### config.mk
export PLATFORM = sky130hd
export DESIGN_NAME = hz_ctrl
export DESIGN_NICKNAME = d
export VERILOG_FILES = /design/src/rtl/hz_pkg.sv /design/src/rtl/hz_src_pick.sv /design/src/rtl/hz_interlock.sv /design/src/rtl/hz_ctrl.sv
export SDC_FILE = /design/constraint.sdc
export NUM_CORES = 1
export LEC_CHECK = 0
export BUFFER_PORTS_ARGS = -buffer_cell sky130_fd_sc_hd__buf_2
export CAP_MARGIN = 30
export CORE_AREA = 4 4 41 43
export DETAILED_ROUTE_END_ITERATION = 10
export DIE_AREA = 0 0 45 47
export PLACE_DENSITY = 0.74
export REMOVE_ABC_BUFFERS = 1
export SYNTH_ARGS = -nofsm -noshare
export SYNTH_HDL_FRONTEND = slang
export SYNTH_SLANG_ARGS = --single-unit
### constraint.sdc
create_clock -name clk -period 3.7 [get_ports clk]
set_input_delay 0.185 -clock clk [delete_from_list [all_inputs] [get_ports clk]]
set_output_delay 0.185 -clock clk [all_outputs]
set_load 0.1 [all_outputs]
### src/rtl/hz_pkg.sv
// Shared types for the hazard controller.
// Assumes two-bit operand select encoding consumed by the execute muxes.
package hz_pkg;
    typedef enum logic [1:0] {
        FWD_RF    = 2'd0,
        FWD_EXMEM = 2'd1,
        FWD_MEMWB = 2'd2
    } fwd_src_e;
endpackage

### src/rtl/hz_src_pick.sv
// Chooses the bypass source for one decoded source register.
// Assumes producers are described by destination and write enable only;
// register 0 is hard-wired to zero and never bypassed.
module hz_src_pick
    import hz_pkg::*;
#(
    parameter int REG_AW = 5
) (
    input  logic [REG_AW-1:0] src,
    input  logic [REG_AW-1:0] ex_rd,
    input  logic              ex_we,
    input  logic [REG_AW-1:0] mem_rd,
    input  logic              mem_we,
    output fwd_src_e          sel,
    output logic              ex_hit
);
    logic mem_hit;

    // Match against each in-flight producer, excluding register 0.
    always_comb begin
        ex_hit  = ex_we  && (ex_rd  != '0) && (ex_rd  == src);
        mem_hit = mem_we && (mem_rd != '0) && (mem_rd == src);
    end

    // Younger producer wins when both match.
    always_comb begin
        if (ex_hit)       sel = FWD_EXMEM;
        else if (mem_hit) sel = FWD_MEMWB;
        else              sel = FWD_RF;
    end
endmodule

### src/rtl/hz_interlock.sv
// Load-use interlock and branch refetch flush.
// Assumes hit flags already include write enable and non-zero destination.
module hz_interlock #(
    parameter int NUM_SRC = 2
) (
    input  logic [NUM_SRC-1:0] ex_hits,
    input  logic               ex_is_load,
    input  logic               br_taken,
    output logic               stall,
    output logic               flush
);
    // A load feeding a decoded source needs one bubble; a stall cancels the flush.
    always_comb begin
        stall = ex_is_load && (|ex_hits);
        flush = br_taken && !stall;
    end
endmodule

### src/rtl/hz_ctrl.sv
// Hazard controller for a five-stage in-order pipeline: registers operand
// bypass selects decided in decode, raises load-use holds and the
// taken-branch flush. Assumes the register file writes before it reads.
module hz_ctrl
    import hz_pkg::*;
#(
    parameter int REG_AW = 5
) (
    input  logic              clk,
    input  logic              rst_n,
    input  logic [REG_AW-1:0] id_rs1,
    input  logic [REG_AW-1:0] id_rs2,
    input  logic              id_br_taken,
    input  logic [REG_AW-1:0] ex_rd,
    input  logic              ex_reg_we,
    input  logic              ex_is_load,
    input  logic [REG_AW-1:0] mem_rd,
    input  logic              mem_reg_we,
    output logic [1:0]        fwd_sel_a,
    output logic [1:0]        fwd_sel_b,
    output logic              pc_hold,
    output logic              ifid_hold,
    output logic              idex_bubble,
    output logic              ifid_flush
);
    localparam int NUM_SRC = 2;

    logic [REG_AW-1:0]  srcs [NUM_SRC];
    fwd_src_e           sel_d [NUM_SRC];
    fwd_src_e           sel_q [NUM_SRC];
    logic [NUM_SRC-1:0] ex_hits;
    logic               stall;

    // Gather decoded sources into an indexable array.
    always_comb begin
        srcs[0] = id_rs1;
        srcs[1] = id_rs2;
    end

    for (genvar i = 0; i < NUM_SRC; i++) begin : g_src
        hz_src_pick #(.REG_AW(REG_AW)) u_pick (
            .src    (srcs[i]),
            .ex_rd  (ex_rd),
            .ex_we  (ex_reg_we),
            .mem_rd (mem_rd),
            .mem_we (mem_reg_we),
            .sel    (sel_d[i]),
            .ex_hit (ex_hits[i])
        );

        // Select register: bubble on stall, otherwise the decode-time choice.
        always_ff @(posedge clk) begin
            if (!rst_n)     sel_q[i] <= FWD_RF;
            else if (stall) sel_q[i] <= FWD_RF;
            else            sel_q[i] <= sel_d[i];
        end
    end

    hz_interlock #(.NUM_SRC(NUM_SRC)) u_lock (
        .ex_hits    (ex_hits),
        .ex_is_load (ex_is_load),
        .br_taken   (id_br_taken),
        .stall      (stall),
        .flush      (ifid_flush)
    );

    // Drive the pipeline control outputs.
    always_comb begin
        fwd_sel_a   = sel_q[0];
        fwd_sel_b   = sel_q[1];
        pc_hold     = stall;
        ifid_hold   = stall;
        idex_bubble = stall;
    end
endmodule

==> out/results.ini, run 1 <==
[status]
status=completed

[clocking]
cts-hold-fix-buffers=0
cts-resized-gates=0
cts_setup_buffers=0
cts.path.max_buffers=2
cts_sinks=4
tritoncts=yes
cts_made_buffers=3
htree_levels=1
path_clk_slew_ps=40
cts_root_buf=clkbuf_4

[yosys]
netlist_area_um2=445
synth_top_family_by_area=XOR/XNOR gates
yosysWarnings=0
synth_top_cell_by_area=edfxtp_1
syn_inst=48
synth_top_area_share_pct=27.0
synth_edf_count=4
synth-xor-area-share_pct=39.3
synthMostInstantiatedCell=xor2_1
synth-async-reset-ratio_pct=0
ys_seq_area_share_pct=27.0
synth.avg_cell_area_um2=9.28
ys_seq_elements=4
ys.flop_type=edfxtp_1
synth_compound_area_share_pct=9.27
synthTopCellsByArea=edfxtp_1, xor2_1, xnor2_1
ys_types=17
synth_common_cells=xor2_1, xnor2_1, edfxtp_1, nor3_1, a211oi_1
muxShareOfSynthArea_pct=0
synthSimpleGateAreaFrac_pct=19.4
synthAdderAreaFrac_pct=0

[final_layout]
top_regs=sel_q x4
diodes=0
drive_gt1_share_pct=44.7
area_growth_pct=45.5
nets=113
top_register=sel_q
fill_cells=146
final_area_um2=648
largest_reg_flops=4

[pwr]
pwr_density_cell_mw_per_mm2=284
report.power.total_uw=184
power_frac_seq_pct=28.8
vdd_drop_max_v=0.000110
p_leak_uw=0.000308
p_clk_share_pct=29.0
swShare_pct=37.6
intPower_uw=115
switchingPower_uw=69.2
pwr-share-comb_pct=42.2

[grt]
grt-ovfl-total=0
grt_use_total_pct=12.9
antenna_found_initial=0
grt_pass1_wl_um=1880
grt_pass1_vias=511
grt_start_max_net_pins=5

[timing]
period_minus_slack_ps=1850
hold_slack_ps=280
rsz0062_at_grt=no
fin_crit_sh_pct=50.0
hold_viol=0
slew_violations=0
fmax_ghz=0.540
setup_slack_ps=1850
setup_viol=0

[place]
place_congestion=0.835
pre_cts_ws_ps=1840
portBuffers=33
place_area_um2=626

[critical_path]
worstPathRequired_ps=3510
worstPathArrival_ps=1670
cpMaxStageDelayCell=buf_2
worst-path-max-fanout=4
critPathKind=in -> out
crit_path_end_kind=output pin
crit_path_cell_trace=buf_2, xor2_1, nor3_1, nand3_1, a211oi_1, buf_2
crit_top_cell=buf_2
startpoint_type=input port
critPathLaunch=ex_rd[2]
slowest_delay_ps=500

[floorplan]
start_util_pct=34.2
die_h_um=47
core_area_mm2=0.00130
die_w_um=45
rows=13
dieArea_mm2=0.00212
ioPinCount=34

[detailed_routing]
vias=474
routedWlPerCell_um=11.3
totalWireLength_um=1130
drt_iter0_drc=0
ant_nets=0
first_pass_iters=1
avgViaCountPerCell=4.74
drc=0

[min_path]
hold_class=in -> reg
worst_hold_startpoint=ex_is_load

[run]
cap_violations=0

[critical path, delay by kind of cell]
family	cells	cell delay, ps
buffers and inverters	2	630
XOR/XNOR	1	160
AO/OA/AOI/OAI	1	350
AND/OR/NAND/NOR	2	340
[layout make-up]
class	instances	area [um^2]	share of cell area [%]
clock buffers	3	22.5	3.47
inverters	1	3.75	0.579
multi-input cells	44	318	49.0
flip-flops and latches	4	120	18.5
well taps	15	18.8	2.90
repair buffers	33	165	25.5
[path summary, 6_finish.rpt]
kind	endpoint	slack, ps	depth (start not counted)
worst max-delay path	pc_hold	1850	6
worst min-delay path	sel_q[1][1]	280	2
[cell families after synthesis]
logic type,Yosys count
simple gates,15
flops,4
other cells,1
compound gates,5
buf+inv,3
xor+xnor,20
[metrics by stage]
stage	std cells	util, %	TNS (ps)
detailed placement	97	48.1	0
global route	100	49.8	0
floorplan	49	-	-17790
global placement	97	48.1	0
CTS	100	49.8	0
finish	100	49.8	0
[cells in the final DEF (no fill, tap or decap), types with 3 or more instances in the layout]
cell,Yosys,final
edfxtp_1,4,4
xnor2_1,8,8
buf_2,0,33
nor3_1,4,4
xor2_1,12,12
a211oi_1,3,3
conb_1,1,4
clkbuf_4,0,3
[power by group through the flow]
stage	clock network [uW]	registers [uW]	logic, uW
5_1_grt	61.9	53.1	83.4
3_5_place_dp	0	53.7	78.3
2_1_floorplan	0	72.2	32.0
4_1_cts	56.4	53.0	78.4
6_report	53.5	53.0	77.8
3_3_place_gp	0	53.5	77.1
[layer usage]
layer / wire length (um) / vias up / part of all wire [%] / track usage [%]
met5: 0 / - / 0 / 0
met4: 25 / 0 / 2.2 / 8.77
met3: 149 / 3 / 13 / 6.13
met2: 574 / 29 / 51 / 24.0
met1: 377 / 202 / 33 / 10.8
li1: - / 240 / - / -
(Power assumes the default switching activity.)
==> inputs of run 2 (changes only) <==
--- a/config.mk
+++ b/config.mk
@@ -5,12 +5,13 @@
 export SDC_FILE = /design/constraint.sdc
 export NUM_CORES = 1
 export LEC_CHECK = 0
+export ABC_AREA = 1
 export BUFFER_PORTS_ARGS = -buffer_cell sky130_fd_sc_hd__buf_2
 export CAP_MARGIN = 30
-export CORE_AREA = 4 4 41 43
+export CORE_MARGIN = 4
+export CORE_UTILIZATION = 35
 export DETAILED_ROUTE_END_ITERATION = 10
-export DIE_AREA = 0 0 45 47
-export PLACE_DENSITY = 0.74
+export PLACE_DENSITY = 0.77
 export REMOVE_ABC_BUFFERS = 1
 export SYNTH_ARGS = -nofsm -noshare
 export SYNTH_HDL_FRONTEND = slang
==> constraint.sdc (replaced) <==
create_clock -name clk -period 1.5 [get_ports clk]
set_input_delay 0.075 -clock clk [delete_from_list [all_inputs] [get_ports clk]]
set_output_delay 0.075 -clock clk [all_outputs]
set_load 0.1 [all_outputs]
==> run 2 against run 1 <==
Effect of this change: via count up 15%; clock power up 140%; global-route usage down 0.98 points; sequential power up 150%; critical path depth up 5; core utilization up 7.6 points; area after synthesis up 11%; critical endpoint is now ifid_flush; largest power group unchanged.
==> out/results.ini, run 2 <==
[clocking]
cts_sinks=4
cts_setup_buffers=0
cts-resized-gates=0
cts-hold-fix-buffers=0
htree_levels=1
cts.path.max_buffers=2
cts_root_buf=clkbuf_4
path_clk_slew_ps=30
cts_made_buffers=3
tritoncts=yes

[yosys]
synthTopCellsByArea=edfxtp_1, xor2_1, xnor2_1
synth.avg_cell_area_um2=7.27
synthMostInstantiatedCell=nor2_1
synth_top_area_share_pct=24.3
ys_seq_elements=4
ys.flop_type=edfxtp_1
synth_top_cell_by_area=edfxtp_1
synth_edf_count=4
synth_common_cells=nor2_1, xor2_1, nand2_1
netlist_area_um2=494
yosysWarnings=0
ys_seq_area_share_pct=24.3
synth-async-reset-ratio_pct=0
syn_inst=68
ys_types=15

[place]
dp_hpwl_um=1170
place_area_um2=734
place_congestion=0.781
portBuffers=33

[pwr]
pwr_density_cell_mw_per_mm2=627
vdd_drop_max_v=0.000195
switchingPower_uw=180
p_clk_share_pct=27.1
power_frac_seq_pct=27.6
report.power.total_uw=475
intPower_uw=295
pwr-share-comb_pct=45.3
swShare_pct=37.8
p_leak_uw=0.000397

[detailed_routing]
ant_nets=0
first_pass_iters=4
avgViaCountPerCell=4.53
vias=544
drt_iter0_drc=1
routedWlPerCell_um=10.4
drc=0
totalWireLength_um=1250

[timing]
rsz0062_at_grt=no
hold_viol=0
fin_crit_sh_pct=85.7
fmax_ghz=0.778
period_minus_slack_ps=1290
slew_violations=0
setup_viol=0

[status]
status=completed

[grt]
grt_start_max_net_pins=5
grt_pass1_wl_um=1830
antenna_found_initial=0
grt-ovfl-total=0
grt_pass1_vias=489
grt_use_total_pct=11.9

[final_layout]
drive_gt1_share_pct=39.0
top_register=sel_q
largest_reg_flops=4
nets=133
mostFrequentLayoutCell=buf_2
final_area_um2=757
layout_common_cells=buf_2, nor2_1, xor2_1, nand2_1, inv_1
diodes=0
fill_cells=131
top_regs=sel_q x4
area_growth_pct=53.2

[min_path]
hold_class=in -> reg

[run]
cap_violations=0

[critical_path]
endpoint=ifid_flush
worstPathArrival_ps=1210
worstPathRequired_ps=1420
crit_path_end_kind=output pin
critPathKind=in -> out
startpoint_type=input port
worst-path-max-fanout=4
critPathLaunch=ex_rd[0]

[floorplan]
ioPinCount=34
dieArea_mm2=0.00208
rows=13
die_h_um=45.6
start_util_pct=37.5
core_area_mm2=0.00132
die_w_um=45.6

## run 2: cell count changes in the layout (fill, tap and decap cells not counted), moves of 3 or more
cell      delta
a211oi_1     -3
buf_12       +4
buf_2        -4
inv_1        +7
nand2_1      +9
nor2_1      +11
## run 2: logic make-up after synthesis
kind of cell / synth area share [%]
buffers and inverters: 9.87
xor gates and xnor gates: 33.7
other: 0.759
DFF: 24.3
and+or+nand+nor: 31.4
## run 2: power by group through the flow
| stage | registers [uW] | clock network [uW] | logic [uW] |
|---|---|---|---|
| CTS | 131 | 138 | 216 |
| global route | 131 | 140 | 229 |
| detailed placement | 133 | 0 | 215 |
| finish | 131 | 128 | 215 |
| floorplan | 179 | 0 | 87.8 |
| global placement | 132 | 0 | 211 |
## run 2: routing by layer
layer  GRT usage, %  vias to the layer above  share of wire [%]
met4           7.02                        0                  0
met1           11.6                      240                 34
met3           2.37                        0                 12
li1               -                      279                  -
met5              0                        -                  0
met2           22.6                       25                 54
## run 2: final cells by class
type / count / area, um^2 / area share [%]
inverters: 9 / 33.8 / 4.46
well taps: 15 / 18.8 / 2.48
multi-input cells: 56 / 337 / 44.5
flip-flops and latches: 4 / 120 / 15.9
repair buffers: 33 / 225 / 29.8
clock buffers: 3 / 22.5 / 2.98
## run 2: worst min path at each step
stage                             end  cells after the start  slack (ps)   from
final                     sel_q[1][0]                      3         160  rst_n
after global routing      sel_q[1][0]                      3         190  rst_n
after CTS                 sel_q[1][0]                      3         150  rst_n
after detailed placement  sel_q[1][0]                      3         400  rst_n
after global placement    sel_q[1][0]                      3         400  rst_n
after floorplan           sel_q[1][0]                      2         280  rst_n
## run 2: through the flow
step | util, % | TNS [ps] | setup slack, ps | hold slack [ps] | cells
floorplan | - | -1490 | -1130 | 281 | 69
global placement | 55.7 | 0 | 251 | 403 | 117
detailed placement | 55.7 | 0 | 225 | 398 | 117
CTS | 57.5 | 0 | 215 | 151 | 120
global route | 57.5 | 0 | 117 | 188 | 120
finish | 57.5 | 0 | 215 | 161 | 120
## run 2: critical path: stages
cell and delay [ps]:
buf_2 120, nor2_1 110, nand3_1 70, nand2_1 60, inv_1 60, nand3_2 90
nand2_1 70, nand2_2 80, inv_2 80, nor2_1 180, buf_12 200
